===== config.mk =====
export PLATFORM = sky130hd
export DESIGN_NAME = lin_degamma
export DESIGN_NICKNAME = d
export VERILOG_FILES = /design/src/rtl/lin_degamma_pkg.sv /design/src/rtl/lin_degamma_ctrl.sv /design/src/rtl/lin_degamma_path.sv /design/src/rtl/lin_degamma.sv
export SDC_FILE = /design/constraint.sdc
export NUM_CORES = 2
export LEC_CHECK = 0
export BUFFER_PORTS_ARGS = -buffer_cell sky130_fd_sc_hd__buf_2
export CAP_MARGIN = 20
export CORE_AREA = 2 2 728 585
export DETAILED_ROUTE_END_ITERATION = 16
export DIE_AREA = 0 0 730 587
export PLACE_DENSITY = 0.45
export SYNTH_ARGS = -nofsm -noshare
export SYNTH_HDL_FRONTEND = slang
export SYNTH_SLANG_ARGS = --single-unit

===== constraint.sdc =====
create_clock -name clk -period 22.1 [get_ports clk]
set_input_delay 1.105 -clock clk [delete_from_list [all_inputs] [get_ports clk]]
set_output_delay 1.105 -clock clk [all_outputs]
set_load 0.1 [all_outputs]

===== src/rtl/lin_degamma_pkg.sv =====
`timescale 1ns/1ps
package lin_degamma_pkg;
  localparam int ENTRY_W      = 16;
  localparam int SEG_BITS     = 5;
  localparam int FRAC_W       = ENTRY_W - SEG_BITS;
  localparam int SPAN_ENTRIES = (1 << SEG_BITS) + 1;
  localparam int OVER_ENTRIES = 2;
  localparam int NUM_ENTRIES  = SPAN_ENTRIES + OVER_ENTRIES;
  localparam int IDX_W        = $clog2(NUM_ENTRIES);
  localparam int LAST_IDX     = NUM_ENTRIES - 1;
  localparam int AUTO_BIT     = 10;
  localparam int REG_W        = ENTRY_W;
  localparam int CHANNELS     = 3;

  typedef logic [CHANNELS-1:0][ENTRY_W-1:0] pix_t;

  typedef struct packed {
    logic               we;
    logic [IDX_W-1:0]   idx;
    logic [ENTRY_W-1:0] data;
  } tblStrobe_t;
endpackage


===== src/rtl/lin_degamma_ctrl.sv =====
`timescale 1ns/1ps
module lin_degamma_ctrl
  import lin_degamma_pkg::*;
(
  input  logic             clk,
  input  logic             rstN,
  input  logic             regWrEn,
  input  logic             regRdEn,
  input  logic             regAddr,
  input  logic [REG_W-1:0] regWrData,
  input  logic [ENTRY_W-1:0] rdEntry,
  output logic [REG_W-1:0] regRdData,
  output tblStrobe_t       strobe
);
  localparam logic [IDX_W-1:0] TOP_IDX = IDX_W'(LAST_IDX);

  logic [IDX_W-1:0] idxQ;
  logic             autoIncQ;
  logic             atTop, wrPtr, wrData, rdData;
  logic [IDX_W-1:0] ptrLoad;

  assign atTop  = (idxQ == TOP_IDX);
  assign wrPtr  = regWrEn && !regAddr;
  assign wrData = regWrEn && regAddr;
  assign rdData = regRdEn && !regWrEn && regAddr;
  assign ptrLoad = (regWrData[IDX_W-1:0] > TOP_IDX) ? TOP_IDX : regWrData[IDX_W-1:0];

  always_ff @(posedge clk) begin
    if (!rstN) begin
      idxQ     <= '0;
      autoIncQ <= 1'b0;
    end else if (wrPtr) begin
      if (regWrData[AUTO_BIT]) begin
        autoIncQ <= 1'b1;
      end else begin
        autoIncQ <= 1'b0;
        idxQ     <= ptrLoad;
      end
    end else if ((wrData || rdData) && autoIncQ && !atTop) begin
      idxQ <= idxQ + 1'b1;
    end
  end

  always_comb begin
    regRdData = '0;
    if (regAddr) begin
      regRdData = rdEntry;
    end else begin
      regRdData[IDX_W-1:0] = idxQ;
      regRdData[AUTO_BIT]  = autoIncQ;
    end
  end

  assign strobe.we   = wrData;
  assign strobe.idx  = idxQ;
  assign strobe.data = regWrData;

  assert_ptr_in_range_R4: assert property (@(posedge clk) disable iff (!rstN)
    idxQ <= TOP_IDX);

  assert_autoinc_step_R4: assert property (@(posedge clk) disable iff (!rstN)
    (wrData && autoIncQ && !atTop) |=> (idxQ == $past(idxQ) + 1'b1));

  assert_enable_keeps_ptr_R3: assert property (@(posedge clk) disable iff (!rstN)
    (wrPtr && regWrData[AUTO_BIT]) |=> ($stable(idxQ) && autoIncQ));

  assert_noauto_read_holds_R5: assert property (@(posedge clk) disable iff (!rstN)
    (regRdEn && !regWrEn && !autoIncQ) |=> $stable(idxQ));
endmodule


===== src/rtl/lin_degamma_path.sv =====
`timescale 1ns/1ps
module lin_degamma_path
  import lin_degamma_pkg::*;
(
  input  logic               clk,
  input  logic               rstN,
  input  tblStrobe_t         strobe,
  output logic [ENTRY_W-1:0] rdEntry,
  input  logic               cscEn,
  input  logic               inValid,
  output logic               inReady,
  input  pix_t               inPix,
  output logic               outValid,
  input  logic               outReady,
  output pix_t               outPix
);
  localparam int PROD_W = ENTRY_W + FRAC_W + 2;
  localparam int SUM_W  = ENTRY_W + 3;

  logic [ENTRY_W-1:0] tbl [NUM_ENTRIES];
  logic v1, v2, byp1, en1, en2;

  always_ff @(posedge clk) begin
    if (!rstN) begin
      for (int i = 0; i < NUM_ENTRIES; i++) tbl[i] <= '0;
    end else if (strobe.we) begin
      tbl[strobe.idx] <= strobe.data;
    end
  end

  assign rdEntry = tbl[strobe.idx];

  assign en2     = !v2 || outReady;
  assign en1     = !v1 || en2;
  assign inReady = en1;
  assign outValid = v2;

  always_ff @(posedge clk) begin
    if (!rstN) begin
      v1   <= 1'b0;
      v2   <= 1'b0;
      byp1 <= 1'b0;
    end else begin
      if (en1) begin
        v1 <= inValid;
        if (inValid) byp1 <= !cscEn;
      end
      if (en2) v2 <= v1;
    end
  end

  for (genvar c = 0; c < CHANNELS; c++) begin : gChan
    logic [SEG_BITS-1:0] seg;
    logic [IDX_W-1:0]    loIdx;
    logic [ENTRY_W-1:0]  lo1, hi1, raw1, pix2, res;
    logic [FRAC_W-1:0]   fr1;
    logic signed [ENTRY_W:0]   diff;
    logic signed [PROD_W-1:0]  prod, step;
    logic signed [SUM_W-1:0]   sum;

    assign seg   = inPix[c][ENTRY_W-1 -: SEG_BITS];
    assign loIdx = IDX_W'(seg);

    always_ff @(posedge clk) begin
      if (!rstN) begin
        lo1 <= '0; hi1 <= '0; raw1 <= '0; fr1 <= '0;
      end else if (en1 && inValid) begin
        lo1  <= tbl[loIdx];
        hi1  <= tbl[loIdx + IDX_W'(1)];
        fr1  <= inPix[c][FRAC_W-1:0];
        raw1 <= inPix[c];
      end
    end

    always_comb begin
      diff = $signed({1'b0, hi1}) - $signed({1'b0, lo1});
      prod = diff * $signed({1'b0, fr1});
      step = prod >>> FRAC_W;
      sum  = $signed({3'b000, lo1}) + step[SUM_W-1:0];
      if (byp1)                               res = raw1;
      else if (sum < 0)                       res = '0;
      else if (sum > $signed(SUM_W'({ENTRY_W{1'b1}}))) res = '1;
      else                                    res = sum[ENTRY_W-1:0];
    end

    always_ff @(posedge clk) begin
      if (!rstN)          pix2 <= '0;
      else if (en2 && v1) pix2 <= res;
    end

    assign outPix[c] = pix2;
  end

  assert_stall_holds_R9: assert property (@(posedge clk) disable iff (!rstN)
    (v2 && !outReady) |=> (v2 && $stable(outPix)));

  assert_entry_written_R4: assert property (@(posedge clk) disable iff (!rstN)
    strobe.we |=> (tbl[$past(strobe.idx)] == $past(strobe.data)));

  assert_full_blocks_input_R9: assert property (@(posedge clk) disable iff (!rstN)
    (v1 && v2 && !outReady) |-> !inReady);
endmodule


===== src/rtl/lin_degamma.sv =====
`timescale 1ns/1ps
module lin_degamma
  import lin_degamma_pkg::*;
(
  input  logic               clk,
  input  logic               rstN,
  input  logic               regWrEn,
  input  logic               regRdEn,
  input  logic               regAddr,
  input  logic [REG_W-1:0]   regWrData,
  output logic [REG_W-1:0]   regRdData,
  input  logic               cscEn,
  input  logic               inValid,
  output logic               inReady,
  input  logic [ENTRY_W-1:0] inR,
  input  logic [ENTRY_W-1:0] inG,
  input  logic [ENTRY_W-1:0] inB,
  output logic               outValid,
  input  logic               outReady,
  output logic [ENTRY_W-1:0] outR,
  output logic [ENTRY_W-1:0] outG,
  output logic [ENTRY_W-1:0] outB
);
  tblStrobe_t         strobe;
  logic [ENTRY_W-1:0] rdEntry;
  pix_t               inPix, outPix;

  assign inPix = {inB, inG, inR};
  assign outR  = outPix[0];
  assign outG  = outPix[1];
  assign outB  = outPix[2];

  lin_degamma_ctrl u_ctrl (
    .clk(clk), .rstN(rstN), .regWrEn(regWrEn), .regRdEn(regRdEn),
    .regAddr(regAddr), .regWrData(regWrData), .rdEntry(rdEntry),
    .regRdData(regRdData), .strobe(strobe)
  );

  lin_degamma_path u_path (
    .clk(clk), .rstN(rstN), .strobe(strobe), .rdEntry(rdEntry),
    .cscEn(cscEn), .inValid(inValid), .inReady(inReady), .inPix(inPix),
    .outValid(outValid), .outReady(outReady), .outPix(outPix)
  );
endmodule


==> impl_metrics.json <==
{
  "drive_above_1_share": 0.290,
  "seq_area_frac_synth": 0.331,
  "yosys.cell_types.count": 86,
  "grt_pass1_wl_um": 603000,
  "routed_wl_um": 431000,
  "worst_slack_ps": 10500,
  "critPathKind": "reg -> reg",
  "synthesis.nets": 8918,
  "postCtsSetupBuffers": 0,
  "worstMarginPinSlew_ps": 1230,
  "grt_pass1_vias": 75800,
  "setup_viol_count_final": 0,
  "status": "complete, no violations",
  "ys_ff_latch": 1232,
  "syn_to_final_growth_pct": 12.3,
  "gp_congestion": 0.925,
  "place_ws_ps": 10680,
  "drt-pass1-iter-count": 6,
  "via_count": 76900,
  "worstHoldPathCells": 2,
  "cp_common_cell": "fa_1",
  "whs_ps": 452,
  "yosys_warnings": 0,
  "mappedNetlistArea_um2": 105000,
  "design.die.area_um2": 429000,
  "dp_hpwl_um": 296000,
  "fin_setup_tns_ps": 0,
  "synth_edf_count": 1008,
  "track_usage": 0.197,
  "fp-row-count": 214,
  "cts_hold_buf": 0,
  "wl_per_cell_um": 31.6,
  "clk_latency_ps": 900,
  "final_nets": 8794,
  "arrival_ps": 12240,
  "die_h_um": 587,
  "cp_slowest_stage_delay_ps": 820,
  "report.power.total_w": 0.0134,
  "hold_viol": 0,
  "grt_setup_unrepaired": "no",
  "fp.dieW_um": 730,
  "ys_async_sr_fraction": 0,
  "cts.sinks": 1232,
  "grt_overflow": 0,
  "core-area_um2": 422000,
  "initial_core_util": 0.248,
  "startpoint_type": "register",
  "cts_tree": "yes",
  "maxCapViolations": 0,
  "clockRootBuffer": "clkbuf_16",
  "vias_per_cell": 5.63,
  "ant_nets": 0,
  "path_delay_family": "compound AO/OA/AOI/OAI gates",
  "leakagePower_nw": 41.9,
  "critPathSlowestCell": "xor2_1",
  "htree_levels": 4,
  "end_kind": "register",
  "p_per_area_nw_per_um2": 113,
  "finalMaxSlewViolations": 0,
  "cp.required_ps": 22740,
  "cp_num_cells": 41,
  "syn_area_per_cell_um2": 13.0,
  "ioPinCount": 138,
  "reg2reg_depth": 41,
  "vdd_drop_max_mv": 0.198,
  "worstHoldPathType": "reg -> reg",
  "clock_skew_ps": 123,
  "cts.repair.resized": 0,
  "cp_max_fo": 11,
  "grt_max_degree": 100,
  "numCtsBuffers": 149,
  "final.period_utilization": 0.525,
  "path_buf_inv": 4,
  "path_clk_slew_ps": 60,
  "clockBufferDepth": 4,
  "fmax_mhz": 86.2,
  "drt_iter0_drc": 11100,
  "antenna_found_initial": 33,
  "port_buffers": 137,
  "drc": 0,
  "dominantRegCellSynth": "edfxtp_1",
  "fin_crit_ps": 11600,
  "slew_headroom": 0.177,
  "syn_inst": 8049
}
[kinds of logic (layout without fill, tap and decap cells)]
family                     after synthesis  in the layout  synth area share
muxes                                 1634           1634             0.339
adders and majority gates              797            797             0.132
and+or+nand+nor                       2088           2088            0.0886
DFF                                   1232           1232             0.331
buffers and inverters                 1411           1391            0.0507
AOI/OAI and AO/OA                      758            758            0.0482
xor gates and xnor gates               129            129            0.0108
other                                    0              4                 0
[layout make-up]
class / instances / area [um^2]
sequential: 1232 / 34800
fill: 42800 / 304000
tap: 5616 / 7030
clock buffer: 180 / 3950
clock inverter: 75 / 739
multi-input combinational: 5406 / 65500
inverter: 715 / 2690
antenna: 4 / 10.0
timing repair buffer: 421 / 3120
[final timing paths]
kind / startpoint / to / slack (ps)
min reg2reg: u_path.gChan[2].raw1[15] / u_path.gChan[2].raw1[15] / 450
max: u_path.gChan[1].hi1[0] / u_path.gChan[1].pix2[8] / 10500
min: u_path.gChan[2].raw1[15] / u_path.gChan[2].raw1[15] / 450
max reg2reg: u_path.gChan[1].hi1[0] / u_path.gChan[1].pix2[8] / 10500
[worst reg2reg max path, delay by kind of cell (launching register included)]
family                   cells  cell delay (ps)
XOR/XNOR                     2              960
multiplexers                 1              270
AO/OA/AOI/OAI               20             5100
AND/OR/NAND/NOR              5              750
adder cells (fa/ha/maj)      9             3800
flip-flops                   1              330
buffers and inverters        4              200
[sequential cells by signal, indices dropped and copies added (netlist names), named ones only]
register,count
u_path.gChan.hi1,48
u_path.v1,1
u_ctrl.autoIncQ,1
u_path.byp1,1
u_path.gChan.lo1,48
u_ctrl.idxQ,6
u_path.gChan.pix2,48
u_path.outValid,1
u_path.gChan.fr1,30
u_path.tbl,1024
u_path.gChan.raw1,18
[placed cells by master (no fill, tap or decap), types with 14 or more instances in the layout]
master     instances
mux4_2          1530
edfxtp_1        1008
nor2_1           789
inv_1            714
nand2_1          599
fa_1             513
ha_1             281
buf_4            260
a21oi_1          247
dfxtp_1          218
and2_1           169
clkbuf_16        151
nand3_1          146
buf_2            125
o21ai_0          100
mux2i_1           88
a211oi_1          85
xnor2_1           81
nor2b_1           79
nor3_1            56
and3_1            53
a21o_1            45
xor2_1            38
nand2b_1          38
nand2_2           35
o211ai_1          31
a311oi_1          30
nor2_4            28
clkbuf_1          23
a211oi_2          22
clkinv_2          22
o21a_1            20
clkinv_1          20
a21boi_0          17
a22oi_1           15
a31oi_1           14
buf_6             14
[layer usage]
layer / vias up / global-route usage / share of wire
li1: 30300 / - / -
met5: - / 0.000671 / 0.00025
met4: 12 / 0.0671 / 0.041
met1: 40500 / 0.273 / 0.40
met2: 5187 / 0.275 / 0.41
met3: 820 / 0.0845 / 0.14
[per-stage QoR]
stage,instance area (um^2),cells,utilization
after global routing,118000,13600,0.279
after CTS,117000,13600,0.278
after global placement,113000,13400,0.267
final,118000,13600,0.279
after detailed placement,113000,13400,0.267
after floorplan,105000,8049,-
[Yosys cell counts (8+ instances only)]
cell,instances,share of area
mux4_2,1530,0.33
edfxtp_1,1008,0.29
nor2_1,818,0.029
inv_1,714,0.026
nand2_1,635,0.023
clkbuf_1,550,0.020
fa_1,513,0.098
ha_1,284,0.034
a21oi_1,250,0.012
dfxtp_1,224,0.043
and2_1,170,0.010
nand3_1,149,0.0071
buf_1,132,0.0047
a211oi_1,107,0.0077
o21ai_0,100,0.0048
mux2i_1,97,0.0093
xnor2_1,85,0.0071
nor2b_1,80,0.0048
nor3_1,57,0.0027
and3_1,53,0.0032
a21o_1,46,0.0033
xor2_1,44,0.0037
nand2b_1,39,0.0023
o211ai_1,31,0.0022
a311oi_1,30,0.0025
o21a_1,20,0.0014
a21boi_0,17,0.0012
a22oi_1,15,0.0011
a31oi_1,14,0.00083
or3_1,14,0.00083
buf_2,13,0.00062
and4b_1,11,0.0010
nor4_1,10,0.00060
a211o_1,9,0.00075
nand4_1,8,0.00048
nor4b_1,8,0.00067
[report_power, final]
part / total [W] / leakage [nW] / internal, W / switching [W]
logic: 0.00811 / 27.9 / 0.00313 / 0.00498
registers: 0.00276 / 11.7 / 0.00260 / 0.000160
clock network: 0.00249 / 2.28 / 0.00142 / 0.00107
total: 0.0134 / 41.9 / 0.00715 / 0.00621
(Power assumes the default switching activity.)
